File: src/rtl/shift_add_mul_pkg.sv
// Shared types for the shift-add multiplier.
// Assumes: the control word order is fixed; the datapath decodes fields by name.
package shift_add_mul_pkg;

    // Control word, MSB first: load A, load B, update acc, shift B, clear acc
    typedef struct packed {
        logic ld_a;
        logic ld_b;
        logic upd_acc;
        logic shf_b;
        logic clr_acc;
    } ctl_word_t;

    typedef enum logic [1:0] {
        ST_IDLE = 2'd0,
        ST_LOAD = 2'd1,
        ST_ITER = 2'd2
    } mul_state_t;

    localparam ctl_word_t CW_IDLE = 5'b00000;
    localparam ctl_word_t CW_LOAD = 5'b11001;
    localparam ctl_word_t CW_ITER = 5'b00110;

endpackage

File: src/rtl/shift_add_mul_ctrl.sv
// Control subsystem: three-state sequencer that issues one control word per
// register-transfer group and reports done while idle.
// Assumes: last_iter comes from the datapath counter and is valid in ST_ITER.
module shift_add_mul_ctrl
    import shift_add_mul_pkg::*;
(
    input  logic      clk,
    input  logic      rst_n,
    input  logic      start,
    input  logic      last_iter,
    output ctl_word_t cw,
    output logic      done
);

    mul_state_t state_q;
    mul_state_t state_d;

    // Next-state function
    always_comb begin
        state_d = state_q;
        case (state_q)
            ST_IDLE: if (start) state_d = ST_LOAD;
            ST_LOAD: state_d = ST_ITER;
            ST_ITER: if (last_iter) state_d = ST_IDLE;
            default: state_d = ST_IDLE;
        endcase
    end

    // State register with synchronous active-low reset
    always_ff @(posedge clk) begin
        if (!rst_n) state_q <= ST_IDLE;
        else        state_q <= state_d;
    end

    // Output function: fixed control code per state
    always_comb begin
        case (state_q)
            ST_LOAD: cw = CW_LOAD;
            ST_ITER: cw = CW_ITER;
            default: cw = CW_IDLE;
        endcase
    end

    assign done = (state_q == ST_IDLE);

    AST_START_TO_LOAD: assert property (@(posedge clk) disable iff (!rst_n)
        (state_q == ST_IDLE && start) |=> (state_q == ST_LOAD));
    AST_BUSY_NO_RELOAD: assert property (@(posedge clk) disable iff (!rst_n)
        (state_q != ST_IDLE) |=> (state_q != ST_LOAD));
    AST_LAST_TO_IDLE: assert property (@(posedge clk) disable iff (!rst_n)
        (state_q == ST_ITER && last_iter) |=> done);
    AST_LOAD_TO_ITER: assert property (@(posedge clk) disable iff (!rst_n)
        (state_q == ST_LOAD) |=> (cw == CW_ITER));

endmodule

File: src/rtl/shift_add_mul_dp.sv
// Data subsystem: multiplicand and multiplier registers, double-width
// accumulator and iteration counter, all steered by the control word.
// Assumes: WIDTH >= 2; the load code clears the counter together with the accumulator.
module shift_add_mul_dp
    import shift_add_mul_pkg::*;
#(
    parameter int WIDTH = 16
) (
    input  logic               clk,
    input  logic               rst_n,
    input  ctl_word_t          cw,
    input  logic [WIDTH-1:0]   op_a,
    input  logic [WIDTH-1:0]   op_b,
    output logic [2*WIDTH-1:0] acc,
    output logic               last_iter
);

    localparam int PW    = 2 * WIDTH;
    localparam int CNT_W = $clog2(WIDTH);
    localparam logic [CNT_W-1:0] CNT_LAST = CNT_W'(WIDTH - 1);

    logic [WIDTH-1:0] a_q;
    logic [WIDTH-1:0] b_q;
    logic [PW-1:0]    acc_q;
    logic [CNT_W-1:0] cnt_q;
    logic [PW-1:0]    addend;

    // Multiplicand aligned to the current iteration index
    assign addend = {{WIDTH{1'b0}}, a_q} << cnt_q;

    // Multiplicand register
    always_ff @(posedge clk) begin
        if (!rst_n)       a_q <= '0;
        else if (cw.ld_a) a_q <= op_a;
    end

    // Multiplier register: load or shift right
    always_ff @(posedge clk) begin
        if (!rst_n)        b_q <= '0;
        else if (cw.ld_b)  b_q <= op_b;
        else if (cw.shf_b) b_q <= b_q >> 1;
    end

    // Accumulator: clear, or conditionally add the aligned multiplicand
    always_ff @(posedge clk) begin
        if (!rst_n)                    acc_q <= '0;
        else if (cw.clr_acc)           acc_q <= '0;
        else if (cw.upd_acc && b_q[0]) acc_q <= acc_q + addend;
    end

    // Iteration counter: reset by load, advanced by each shift
    always_ff @(posedge clk) begin
        if (!rst_n)        cnt_q <= '0;
        else if (cw.ld_b)  cnt_q <= '0;
        else if (cw.shf_b) cnt_q <= cnt_q + 1'b1;
    end

    assign last_iter = (cnt_q == CNT_LAST);
    assign acc       = acc_q;

    AST_CLEAR_ZERO: assert property (@(posedge clk) disable iff (!rst_n)
        cw.clr_acc |=> (acc_q == '0));
    AST_SHIFT_RIGHT: assert property (@(posedge clk) disable iff (!rst_n)
        (cw.shf_b && !cw.ld_b) |=> (b_q == ($past(b_q) >> 1)));
    AST_ACC_HOLD: assert property (@(posedge clk) disable iff (!rst_n)
        (!cw.upd_acc && !cw.clr_acc) |=> $stable(acc_q));
    AST_SKIP_ZERO_BIT: assert property (@(posedge clk) disable iff (!rst_n)
        (cw.upd_acc && !cw.clr_acc && !b_q[0]) |=> $stable(acc_q));

endmodule

File: src/rtl/shift_add_mul.sv
// Top: connects the control subsystem to the data subsystem. The product
// port shows the accumulator at all times.
// Assumes: operands are held through the cycle after the accepted start.
module shift_add_mul
    import shift_add_mul_pkg::*;
#(
    parameter int WIDTH = 16
) (
    input  logic               clk,
    input  logic               rst_n,
    input  logic               start,
    input  logic [WIDTH-1:0]   op_a,
    input  logic [WIDTH-1:0]   op_b,
    output logic [2*WIDTH-1:0] product,
    output logic               done
);

    ctl_word_t cw;
    logic      last_iter;

    shift_add_mul_ctrl u_ctrl (
        .clk       (clk),
        .rst_n     (rst_n),
        .start     (start),
        .last_iter (last_iter),
        .cw        (cw),
        .done      (done)
    );

    shift_add_mul_dp #(.WIDTH(WIDTH)) u_dp (
        .clk       (clk),
        .rst_n     (rst_n),
        .cw        (cw),
        .op_a      (op_a),
        .op_b      (op_b),
        .acc       (product),
        .last_iter (last_iter)
    );

    AST_IDLE_STABLE: assert property (@(posedge clk) disable iff (!rst_n)
        (done && !start) |=> (done && $stable(product)));
    AST_START_DROPS_DONE: assert property (@(posedge clk) disable iff (!rst_n)
        (done && start) |=> !done);

endmodule

File: config.mk
export PLATFORM = sky130hd
export DESIGN_NAME = shift_add_mul
export DESIGN_NICKNAME = d
export VERILOG_FILES = /design/src/rtl/shift_add_mul_pkg.sv /design/src/rtl/shift_add_mul_ctrl.sv /design/src/rtl/shift_add_mul_dp.sv /design/src/rtl/shift_add_mul.sv
export SDC_FILE = /design/constraint.sdc
export NUM_CORES = 1
export LEC_CHECK = 0
export ABC_CLOCK_PERIOD_IN_PS = 5800
export BUFFER_PORTS_ARGS = -buffer_cell sky130_fd_sc_hd__buf_2
export CAP_MARGIN = 20
export CORE_UTILIZATION = 60
export CTS_BUF_LIST = sky130_fd_sc_hd__clkbuf_8
export DETAILED_ROUTE_END_ITERATION = 10
export PLACE_DENSITY = 0.82
export SLEW_MARGIN = 20
export SYNTH_ARGS = -nofsm -noshare
export SYNTH_HDL_FRONTEND = slang
export SYNTH_HIERARCHICAL = 1
export SYNTH_SLANG_ARGS = --single-unit
File: constraint.sdc
create_clock -name clk -period 5.8 [get_ports clk]
set_input_delay 0.87 -clock clk [delete_from_list [all_inputs] [get_ports clk]]
set_output_delay 0.87 -clock clk [all_outputs]
set_load 0.02 [all_outputs]
**After elaboration in Yosys (flattened, before gate mapping)**

Index checks and enable logic that the tools add are counted.

- Word-level logic and storage cells: 26
- Bits in registers: 70
- Output and inout port bits: 33

- Bitwise operators: 1
- Reductions and logical operators: 6
- Shift-type cells: 1
- Add/sub/neg operators: 2
- Muxes and demuxes: 6
- Equal/unequal tests: 5

Operator list:

| operator | count |
|---|---|
| $add 32x32->32 | 1 |
| $mux 16 | 2 |
| $shl 16x4->32 | 1 |
| $pmux 5 s2 | 1 |
| $pmux 2 s3 | 1 |
| $add 4x1->4 const B | 1 |
| $eq 4x4->1 const B | 1 |
| $mux 2 | 2 |
| $ne 2x2->1 const B | 2 |
| $reduce_or 2->1 | 2 |
| $eq 2x1->1 const B | 1 |
| $eq 2x2->1 const B | 1 |
| $logic_not 2->1 | 1 |
| $reduce_and 2->1 | 1 |
| $reduce_bool 2->1 | 1 |
| $logic_and 1x1->1 | 1 |
| $not 1->1 | 1 |

**Longest topological paths before layout**

- Depth after elaboration: 4
- Mapped depth: 17
- Depth with buffers taken out: 15

**Hierarchy**

Netlist, hierarchy kept.

Modules (own cells, without submodules):

| module | area an instance (µm²) | times used | cells each |
|---|---|---|---|
| shift_add_mul_dp | 5277.6 | 1 | 677 |
| shift_add_mul_ctrl | 102.6 | 1 | 11 |

**Least setup slack after synthesis**

No wires, ideal clock.

- Path kind: register to register
- Start point: reg u_dp.cnt_q[1]
- End point: reg u_dp.acc_q[24], in the netlist u_dp/acc[24]
- Path buffers: 3
- Library setup time: 0.127 ns
- Cell stages (with the launch flop): 15
- Arrival: 3.191 ns
- Setup slack: 2.483 ns
- Path through: dfxtp_1 clkbuf_1 buf_2 buf_2 mux4_2 mux2i_1 a21oi_1 ha_1 a21o_1 a21o_1 a221o_1 nor2b_1 a211oi_2 xor2_1 o21ai_1

- Cells in the longest elaborated chain, start to end: 2

RTL lines:

| what | line | RTL |
|---|---|---|
| start, declared | shift_add_mul_dp.sv:25 | `logic [CNT_W-1:0] cnt_q;` |
| start signal, assigned | shift_add_mul_dp.sv:55 | `else if (cw.shf_b) cnt_q <= cnt_q + 1'b1;` |
| $shl 16x4->32 | shift_add_mul_dp.sv:29 | `assign addend = {{WIDTH{1'b0}}, a_q} << cnt_q;` |
| $add 32x32->32 | shift_add_mul_dp.sv:48 | `else if (cw.upd_acc && b_q[0]) acc_q <= acc_q + addend;` |
| end signal, assigned | shift_add_mul_dp.sv:48 |  |
| end, declared | shift_add_mul_dp.sv:24 | `logic [PW-1:0] acc_q;` |

Every way passes these cells.
A chain may end at the register's enable or synchronous reset.

**Worst setup path after layout**

- Start point: reg u_dp.cnt_q[0]
- End point: reg u_dp.acc_q[25], in the netlist u_dp/acc[25]

The elaborated chain is that of the path after synthesis.

==> flow_summary.toml <==
[status]
outcome = "completed"

[power]
p_leak_nw = 2.495
p_total_mw = 1.073
ir_drop_v = 0.0001634
p_per_area_mw_per_mm2 = 182.2

[sta]
fin_setup_tns_ns = 0
finalCritPeriodShare_pct = 73.50
setup_ws_ns = 1.537
clock.fmax_mhz = 234.6
rsz0062_at_grt = "false"
hold_viol = 0
min_period_ns = 4.263
worstMarginPinSlew_ns = 0.9385
relSlewSlack_pct = 37.35
slew_violations = 0
finalSetupViolations = 0
clock_skew_ns = 0.02122
hold_ws_ns = 0.4741

[die]
placeableCoreArea_mm2 = 0.008721
initial_utilization_pct = 61.69
ios = 68
core.rowCount = 34
die_h_um = 96.70
dieArea_mm2 = 0.009350
die_w_um = 96.70

[yosys]
postSynthCellCount = 688
syn_nets = 756
synth_edf_count = 0
synth_mux_area_share_pct = 12.28
synth-simple-area-share_pct = 26.60
ys_ff_latch = 70
syn_area_mm2 = 0.005380
ys_warn_count = 6
yosysSeqAreaShare_pct = 26.05
synth_xor_area_share_pct = 3.093
ys_types = 66
synthAdderAreaFrac_pct = 7.814
avgSynthCellArea_um2 = 7.820
synth_top_family_by_area = "simple AND/OR/NAND/NOR gates"
synth_compound_area_share_pct = 19.86
synthArstFlopShare_pct = 0
synth_flop_cell = "dfxtp_1"

[grt]
grt_use_met1_pct = 41.58
top_usage_layer = "met2"
grt_pass1_vias = 4736
gr-usage-met2_pct = 48.21
grt_pass1_wl_um = 23140
gr-total-overflow = 0
grt_max_degree = 41
grt.total_usage_pct = 30.29
antenna_found_initial = 0
grtUsageMet3_pct = 5.347

[clock_network]
clk-insertion-delay-late_ns = 0.36
cts-resized-gates = 0
cts_max_path_buffers = 2
path_clk_slew_ns = 0.08
cts_tree = "done"
clock-sinks = 70
h-tree-depth = 3
cts_hold_repair.buffers = 0
clock-root-buffer = "clkbuf_8"
numCtsBuffers = 9
cts_setup_buffers = 0

[job]
cap_viol_max_count = 0

[route]
vias = 5217
drc = 0
ant_nets = 0
vias_per_cell = 6.218
wl_um = 14160
firstDrtPassIters = 6
drt-initial-drc-count = 611
wl_per_cell_um = 16.88

[setup_path]
startpoint_type = "flip-flop"
path_max_fanout = 25
crit_family = "compound AO/OA/AOI/OAI gates"
slowest_stage = "dfxtp_1"
worst_ep_required_time_ns = 6.01
crit_buf_inv = 1
max_stage_delay_ns = 0.94
criticalPathCategory = "reg -> reg"
r2r_setup_slack_ns = 1.54
cp.arrival_ns = 4.47
cp-end-kind = "flip-flop"
path_cells = "inv_1 > and3_1 > a21oi_1 > mux2i_1 > nor2_1 > a21oi_1 > ha_1 > a21oi_2 > o21ai_1 > a31oi_1 > o221ai_1 > a31oi_1 > xor2_1 > o21ai_1"

[cells_and_area]
final_common_cell = "nand2_1"
final_layout_size_suffix_gt1_share_pct = 16.14
fin_nets = 794
area_growth_syn_to_layout_pct = 9.442
n_fill_cell = 767
layout_common_cells = "nand2_1, dfxtp_1, buf_2"
antenna_cells = 0

[worst_hold_path]
hold_class = "reg -> reg"

[place]
io_buffers = 67
dp_hpwl_um = 10570
pre_cts_ws_ns = 1.668
globalplace.congestion = 0.9781
-- cell usage after synthesis, drive strengths merged (3+ instances only) --
| cell | count | share of area, % |
|---|---|---|
| o221ai | 3 | 0.81 |
| o21ai | 45 | 4.3 |
| o31ai | 5 | 1.3 |
| and3 | 13 | 1.5 |
| or3 | 5 | 0.58 |
| xor2 | 9 | 1.5 |
| buf | 14 | 1.7 |
| nand2 | 105 | 7.3 |
| o22ai | 4 | 0.47 |
| nand2b | 8 | 0.93 |
| o21a | 3 | 0.42 |
| mux2i | 48 | 8.9 |
| xnor2 | 10 | 1.6 |
| mux2 | 6 | 1.3 |
| nand4 | 8 | 0.93 |
| nand3 | 26 | 2.7 |
| nor3 | 14 | 1.4 |
| ha | 32 | 7.4 |
| clkbuf | 29 | 2.0 |
| a31oi | 5 | 0.58 |
| nor2 | 51 | 3.6 |
| a221oi | 3 | 0.81 |
| a311oi | 3 | 0.49 |
| a22oi | 3 | 0.42 |
| dfxtp | 70 | 26 |
| nor2b | 30 | 3.5 |
| and2 | 22 | 2.6 |
| nor3b | 3 | 0.63 |
| inv | 8 | 0.56 |
| a21o | 10 | 1.4 |
| a211oi | 6 | 1.0 |
| a21oi | 63 | 5.9 |
| mux4 | 5 | 2.1 |
-- worst register-to-register path, cell delays in order, from the launching register on --
cell and delay, ns:
dfxtp_1 0.94, inv_1 0.30, and3_1 0.26, a21oi_1 0.26, mux2i_1 0.15, nor2_1 0.12
a21oi_1 0.07, ha_1 0.43, a21oi_2 0.30, o21ai_1 0.12, a31oi_1 0.38, o221ai_1 0.23
a31oi_1 0.31, xor2_1 0.19, o21ai_1 0.07
-- metrics by stage --
step,util (%),cell area [um2],std cells
after CTS,67.47,5884,839
after global routing,67.52,5888,839
after global placement,65.12,5679,823
after detailed placement,65.12,5679,823
final,67.52,5888,839
after floorplan,-,5380,688
-- power breakdown --
part / switching (mW) / internal, mW / total (mW)
Clock: 0.213 / 0.206 / 0.419
Sequential: 0.0163 / 0.494 / 0.510
Combinational: 0.0807 / 0.0630 / 0.144
Total: 0.310 / 0.762 / 1.07
-- routing by layer --
metal,share of wire [%],routed length [um]
met1,44,6276
met2,46,6455
met3,7.9,1120
met4,2.2,311
met5,0,0
-- cells by family (layout without fill, tap and decap cells) --
family                   after synthesis  after routing
flip-flops                            70             70
multiplexers                          59             59
buffers and inverters                 51             94
adder cells (fa/ha/maj)               33             33
AO/OA/AOI/OAI                        165            165
XOR/XNOR                              19             19
AND/OR/NAND/NOR                      291            291
-- cell type report --
cell class                 count  area, um2  share of cell area, %
timing repair buffer          70      357.8                  6.077
multi-input combinational    567       3757                  63.81
clock buffer                   9      123.9                  2.104
inverter                       8      30.03                 0.5100
sequential                    70       1403                  23.82
tap                          108      135.1                  2.295
clock inverter                 7      81.33                  1.381
-- sequential cells by signal, indices dropped and copies added, names as in the netlist --
register        count
u_dp/acc           32
u_dp/a_q           16
u_dp/b_q           16
u_dp/cnt_q          4
u_ctrl/state_q      2
-- final timing paths --
kind	start	endpoint	cells after the start
min reg2reg	u_dp/acc[25]$_SDFFE_PP0P_	u_dp/acc[25]$_SDFFE_PP0P_	2
max reg2reg	u_dp/cnt_q[0]$_SDFFE_PP0P_	u_dp/acc[25]$_SDFFE_PP0P_	14
min	u_dp/acc[25]$_SDFFE_PP0P_	u_dp/acc[25]$_SDFFE_PP0P_	2
max	u_dp/cnt_q[0]$_SDFFE_PP0P_	u_dp/acc[25]$_SDFFE_PP0P_	14
Note: power is estimated with default switching activity, not from simulation.
